**config.mk**
```make
export PLATFORM = sky130hd
export DESIGN_NAME = spi_regif
export DESIGN_NICKNAME = d
export VERILOG_FILES = /design/src/rtl/spi_regif_pkg.sv /design/src/rtl/spi_sync.sv /design/src/rtl/spi_frame.sv /design/src/rtl/spi_decode.sv /design/src/rtl/spi_regif.sv
export SDC_FILE = /design/constraint.sdc
export NUM_CORES = 1
export LEC_CHECK = 0
export ABC_AREA = 1
export BUFFER_PORTS_ARGS = -buffer_cell sky130_fd_sc_hd__buf_2
export CAP_MARGIN = 20
export CORE_UTILIZATION = 46
export DETAILED_ROUTE_END_ITERATION = 16
export PLACE_DENSITY = 0.73
export SYNTH_ARGS = -nofsm -noshare
export SYNTH_HDL_FRONTEND = slang
export SYNTH_SLANG_ARGS = --single-unit
```
**constraint.sdc**
```tcl
create_clock -name clk -period 2.7 [get_ports clk]
set_input_delay 0.135 -clock clk [delete_from_list [all_inputs] [get_ports clk]]
set_output_delay 0.135 -clock clk [all_outputs]
set_load 0.05 [all_outputs]
```
**src/rtl/spi_regif_pkg.sv**
```systemverilog
package spi_regif_pkg;
  localparam int CMD_W     = 8;
  localparam int DATA_W    = 32;
  localparam int ADDR_W    = CMD_W - 1;
  localparam int FRAME_LEN = CMD_W + DATA_W;
  localparam int CNT_W     = $clog2(FRAME_LEN + 1);
  localparam int ACT_N     = 3;
  localparam logic [ADDR_W-1:0] ID_ADDR  = 7'd0;
  localparam logic [ADDR_W-1:0] ACT_ADDR = 7'd9;
  localparam logic [DATA_W-1:0] ID_VALUE = 32'hCAFEA51C;
  typedef logic [ADDR_W-1:0] reg_addr_t;
  typedef logic [DATA_W-1:0] reg_word_t;
endpackage

```
**src/rtl/spi_sync.sv**
```systemverilog
module spi_sync #(
  parameter int W = 3,
  parameter logic [W-1:0] RST_VAL = '0
) (
  input  logic         clk,
  input  logic         rst_n,
  input  logic [W-1:0] d,
  output logic [W-1:0] q
);
  for (genvar i = 0; i < W; i++) begin : g_bit
    logic meta, stab;
    always_ff @(posedge clk or negedge rst_n) begin
      if (!rst_n) begin
        meta <= RST_VAL[i];
        stab <= RST_VAL[i];
      end else begin
        meta <= d[i];
        stab <= meta;
      end
    end
    assign q[i] = stab;
  end
endmodule

```
**src/rtl/spi_frame.sv**
```systemverilog
module spi_frame
  import spi_regif_pkg::*;
(
  input  logic      clk,
  input  logic      rst_n,
  input  logic      sclk_s,
  input  logic      mosi_s,
  input  logic      csn_s,
  input  reg_word_t rd_value,
  output logic      rd_pend,
  output reg_addr_t cmd_addr,
  output logic      frm_wr,
  output reg_word_t frm_data,
  output logic      miso
);
  logic             sclk_d;
  logic             rise, fall;
  logic [CNT_W-1:0] cnt;
  reg_word_t        sh, tx;
  logic [CMD_W-1:0] cmd;

  always_ff @(posedge clk or negedge rst_n) begin
    if (!rst_n) sclk_d <= 1'b1;
    else        sclk_d <= sclk_s;
  end

  assign rise = sclk_s & ~sclk_d & ~csn_s;
  assign fall = ~sclk_s & sclk_d & ~csn_s;

  always_ff @(posedge clk or negedge rst_n) begin
    if (!rst_n) begin
      cnt     <= '0;
      sh      <= '0;
      tx      <= '0;
      cmd     <= '0;
      rd_pend <= 1'b0;
      frm_wr  <= 1'b0;
      miso    <= 1'b0;
    end else begin
      rd_pend <= 1'b0;
      frm_wr  <= 1'b0;
      if (csn_s) begin
        cnt  <= '0;
        miso <= 1'b0;
      end else begin
        if (rise && cnt < CNT_W'(FRAME_LEN)) begin
          sh  <= {sh[DATA_W-2:0], mosi_s};
          cnt <= cnt + 1'b1;
          if (cnt == CNT_W'(CMD_W - 1)) begin
            cmd     <= {sh[CMD_W-2:0], mosi_s};
            rd_pend <= ~sh[CMD_W-2];
          end
          if (cnt == CNT_W'(FRAME_LEN - 1) && cmd[CMD_W-1])
            frm_wr <= 1'b1;
        end
        if (rd_pend) tx <= rd_value;
        if (fall && !cmd[CMD_W-1] && cnt >= CNT_W'(CMD_W) && cnt < CNT_W'(FRAME_LEN)) begin
          miso <= tx[DATA_W-1];
          tx   <= {tx[DATA_W-2:0], 1'b0};
        end
      end
    end
  end

  assign cmd_addr = cmd[ADDR_W-1:0];
  assign frm_data = sh;


  abort_clears_chk: assert property (@(posedge clk) disable iff (!rst_n)
    csn_s |=> (cnt == '0));

  cnt_limit_chk: assert property (@(posedge clk) disable iff (!rst_n)
    cnt <= CNT_W'(FRAME_LEN));

  rd_req_pulse_chk: assert property (@(posedge clk) disable iff (!rst_n)
    rd_pend |=> !rd_pend);

  miso_hold_chk: assert property (@(posedge clk) disable iff (!rst_n)
    (!fall && !csn_s) |=> $stable(miso));

  miso_idle_chk: assert property (@(posedge clk) disable iff (!rst_n)
    csn_s |=> !miso);
endmodule

```
**src/rtl/spi_decode.sv**
```systemverilog
module spi_decode
  import spi_regif_pkg::*;
(
  input  logic             clk,
  input  logic             rst_n,
  input  logic             frm_wr,
  input  reg_addr_t        addr,
  input  reg_word_t        frm_data,
  input  reg_word_t        ext_rd_data,
  output reg_word_t        rd_value,
  output logic             wr_valid,
  output reg_addr_t        wr_addr,
  output reg_word_t        wr_data,
  output logic [ACT_N-1:0] act
);
  logic is_id, is_act;

  assign is_id  = (addr == ID_ADDR);
  assign is_act = (addr == ACT_ADDR);

  always_comb begin
    if (is_id)       rd_value = ID_VALUE;
    else if (is_act) rd_value = '0;
    else             rd_value = ext_rd_data;
  end

  always_ff @(posedge clk or negedge rst_n) begin
    if (!rst_n) begin
      wr_valid <= 1'b0;
      wr_addr  <= '0;
      wr_data  <= '0;
    end else begin
      wr_valid <= frm_wr && !is_id && !is_act;
      if (frm_wr) begin
        wr_addr <= addr;
        wr_data <= frm_data;
      end
    end
  end

  for (genvar b = 0; b < ACT_N; b++) begin : g_act
    always_ff @(posedge clk or negedge rst_n) begin
      if (!rst_n) act[b] <= 1'b0;
      else        act[b] <= frm_wr && is_act && frm_data[b];
    end
  end


  wr_pulse_chk: assert property (@(posedge clk) disable iff (!rst_n)
    wr_valid |=> !wr_valid);

  no_ro_write_chk: assert property (@(posedge clk) disable iff (!rst_n)
    wr_valid |-> (wr_addr != ID_ADDR && wr_addr != ACT_ADDR));

  act_pulse_chk: assert property (@(posedge clk) disable iff (!rst_n)
    (act != '0) |=> (act == '0));
endmodule

```
**src/rtl/spi_regif.sv**
```systemverilog
module spi_regif
  import spi_regif_pkg::*;
(
  input  logic        clk,
  input  logic        rst_n,
  input  logic        sclk,
  input  logic        mosi,
  input  logic        cs_n,
  output logic        miso,
  output logic        wr_valid,
  output logic [6:0]  wr_addr,
  output logic [31:0] wr_data,
  output logic        rd_req,
  output logic [6:0]  rd_addr,
  input  logic [31:0] rd_data,
  output logic        act_pos,
  output logic        act_start,
  output logic        act_trig
);
  logic [2:0]       pins_s;
  reg_addr_t        cmd_addr;
  logic             frm_wr;
  reg_word_t        frm_data, rd_value;
  logic [ACT_N-1:0] act;

  spi_sync #(.W(3), .RST_VAL(3'b101)) u_sync (
    .clk(clk), .rst_n(rst_n), .d({cs_n, mosi, sclk}), .q(pins_s));

  spi_frame u_frame (
    .clk(clk), .rst_n(rst_n),
    .sclk_s(pins_s[0]), .mosi_s(pins_s[1]), .csn_s(pins_s[2]),
    .rd_value(rd_value), .rd_pend(rd_req), .cmd_addr(cmd_addr),
    .frm_wr(frm_wr), .frm_data(frm_data), .miso(miso));

  spi_decode u_dec (
    .clk(clk), .rst_n(rst_n), .frm_wr(frm_wr), .addr(cmd_addr),
    .frm_data(frm_data), .ext_rd_data(rd_data), .rd_value(rd_value),
    .wr_valid(wr_valid), .wr_addr(wr_addr), .wr_data(wr_data), .act(act));

  assign rd_addr   = cmd_addr;
  assign act_pos   = act[0];
  assign act_start = act[1];
  assign act_trig  = act[2];
endmodule

```
==> results.tsv <==
stage	metric	value	unit
logic_synthesis	cell taking the most area after synthesis	dfrtp_1	
critical_path	worst-case reg-to-reg path depth	8	
timing	RSZ-0062 raised after global routing	false	
critical_path	CP endpoint kind	register	
logic_synthesis	post-synth cell types	27	
grt	first-pass GRT wire length	20.5	mm
clock_tree	root buffer cell	clkbuf_16	
job	max-cap violation count	0	
clock_tree	CTS max path bufs	2	
grt	largest net degree at the start of global routing	58	
power	Static Leak	3.62	nW
grt	total track usage	20.5	%
clock_tree	Worst-path clk slew	0.06	ns
logic_synthesis	sequential fraction of the synthesis area	57.5	%
clock_tree	CTS buffer count	17	
clock_tree	CTS sink count	131	
logic_synthesis	Yosys warnings	0	
drt	vias per std cell	4.97	
final_layout	fin nets	753	
clock_tree	H-tree levels	4	
outcome	outcome	completed	
die	Ports	89	
timing	Max Slew Vio Count	0	
die	Die H	113	um
critical_path	critical path class	register to register	
logic_synthesis	cell with the most instances after synthesis	nand2_1	
logic_synthesis	synth top area cells	dfrtp_1, nand2_1, mux2_2	
timing	skew final	0.0105	ns
logic_synthesis	number of synthesized flops with an enable pin	0	
final_layout	Layout area overhead	19.9	%
power	PwrDens	647	mW/mm2
placement	GP Congestion	0.806	
grt	grt ovf	0	
die	core area	0.0121	mm2
timing	final worst slack	0.396	ns
drt	total wire length	12.1	mm
timing	Hold Slack	0.0452	ns
logic_synthesis	syn nets	674	
hold_path	Hold WC Path Type	primary input to register	
power	Tot Pwr	4.44	mW
drt	DRC Markers	0	
timing	final worst-path cycle share	85.4	%
grt	vias in the first global route	4377	
drt	Pre-antenna DRT Iters	5	
drt	via count	4443	
final_layout	share of layout cells above drive strength 1	26.3	%
final_layout	antenna cells	0	
placement	Port Buffer Count	88	
timing	slew margin rel.	33.9	%
critical_path	Setup crit start	u_sync.g_bit[2].stab$_DFF_PN1_	
logic_synthesis	Yosys top cell area share	55.2	%
placement	Post-DP HPWL	7.81	mm
timing	Finish-stage setup viols	0	
critical_path	Slowest-stage cell, CP	dfstp_2	
drt	Final ANT Viol Nets	0	
die	DIE AREA	0.0129	mm2
logic_synthesis	main flop type after synthesis	dfrtp_1	
drt	DR WL/cell	13.5	um
critical_path	Worst setup SP type	register	
clock_tree	post-cts sizing count	0	
logic_synthesis	Async SR Flop Fraction	100	%
logic_synthesis	Syn Inst Count	635	
logic_synthesis	Synth Cell Area	0.00572	mm2
timing	Fin. Hold Viols	0	
critical_path	Reg-to-Reg Start	u_sync.g_bit[2].stab$_DFF_PN1_	
drt	Iter 0 DRT Violations	309	
clock_tree	Hold Buf Count CTS	4	
logic_synthesis	synthesized area per cell	9.00	um2
grt	antenna violations before repair	0	
hold_path	worst hold path startpoint	rd_data[20]	
die	# rows	40	
clock_tree	CTS tree	built	
critical_path	crit path cell chain	inv_2 -> nand2_2 -> nor2_4 -> nand3_4 -> a21oi_4 -> buf_4 -> nand3_1 -> nand2_1	
die	die width	113	um
timing	Least-Margin Pin Slew	0.986	ns
timing	fin crit period	2.30	ns
critical_path	crit path max fanout	30	
timing	FMAX	434	MHz
die	Initial Utilization	47.4	%
clock_tree	worst skew pair latency	0.42	ns
clock_tree	buffer count from post-CTS setup fixing	0	
critical_path	CP required	3.05	ns
power	VDD IR max	0.000423	V
logic_synthesis	commonest cells in the netlist	nand2_1, dfrtp_1, nand3_1	
hold_path	Hold Path Cell Cnt	5	
logic_synthesis	number of synthesized register bits	131	
timing	Setup TNS	0	ns
placement	Setup WS pre-CTS	0.423	ns
critical_path	slowest stage delay, CP	0.40	ns
critical_path	Worst Path Arrival	2.65	ns
## state kept, by name, summed over array words and instances, names as in the netlist
signal	cells
u_sync.g_bit.stab	3
u_frame.sclk_d	1
u_frame.miso	1
u_frame.cmd	8
u_dec.wr_data	32
u_frame.frm_wr	1
u_frame.cnt	6
u_frame.tx	32
u_dec.wr_addr	7
u_dec.wr_valid	1
u_sync.g_bit.meta	3
u_dec.act	3
u_frame.rd_pend	1
u_frame.frm_data	32
## worst max-delay path: cells and delay by family, from the launching register on
kind	cells	cell delay, ns
compound gates	1	0.39
buf+inv	2	0.49
flops	1	0.40
simple gates	5	0.96
## final timing paths
| path | endpoint | slack, ns |
|---|---|---|
| worst min-delay path | u_frame.tx[20]$_DFFE_PN0P_ | 0.05 |
| worst max register to register | u_frame.tx[10]$_DFFE_PN0P_ | 0.40 |
| worst max-delay path | u_frame.tx[10]$_DFFE_PN0P_ | 0.40 |
| min in group asynchronous | u_dec.wr_data[1]$_DFFE_PN0P_ | 0.32 |
| max in group asynchronous | u_frame.frm_data[11]$_DFFE_PN0P_ | 1.57 |
| worst min register to register | u_sync.g_bit[1].stab$_DFF_PN0_ | 0.35 |
## through the flow
stage	cells	instance area, um2	util (%)
floorplan	635	5720	-
global placement	859	6230	51.7
detailed placement	859	6230	51.7
CTS	894	6850	56.8
global route	894	6850	56.8
finish	894	6850	56.8
## area by class of cell
type	instances	area [um2]
clock buffers	17	425
clock inverters	14	154
fillers	1061	5210
inverters	41	154
multi-input cells	423	2070
flip-flops and latches	131	3290
well taps	168	210
repair buffers	100	556
## where the power goes
group	total (mW)	internal, mW	switching [mW]
Combinational	0.144	0.0528	0.0911
Clock	2.25	1.36	0.882
Sequential	2.04	2.00	0.0404
## per-layer routing
| layer | vias up | part of all wire (%) | global-route usage (%) |
|---|---|---|---|
| met4 | 0 | 1.1 | 7.63 |
| li1 | 2164 | - | - |
| met1 | 2137 | 45 | 25.9 |
| met3 | 14 | 6.0 | 6.64 |
| met2 | 128 | 47 | 32.9 |
| met5 | - | 0 | 0 |
## logic make-up after synthesis
| logic type | Yosys count | synth area share (%) |
|---|---|---|
| AO/OA/AOI/OAI | 29 | 2.74 |
| adder cells (fa/ha/maj) | 2 | 0.438 |
| buffers and inverters | 81 | 6.37 |
| flip-flops | 131 | 57.5 |
| multiplexers | 28 | 5.52 |
| AND/OR/NAND/NOR | 364 | 27.5 |
## layout by cell type, fill, tap and decap left out, types with 4 or more instances in the layout
cell,Yosys,routed
dlygate4sd3_1,0,4
or2_2,18,18
clkbuf_16,0,17
dfrtp_1,126,125
a21oi_1,10,10
nand4_1,15,15
nor2_1,37,37
nand3_1,51,51
buf_4,10,8
buf_2,11,87
o21ai_0,18,18
inv_6,0,5
dfstp_2,5,5
mux2_2,28,28
nand2_1,231,231
inv_1,37,37
Note: power is estimated with default switching activity, not from simulation.
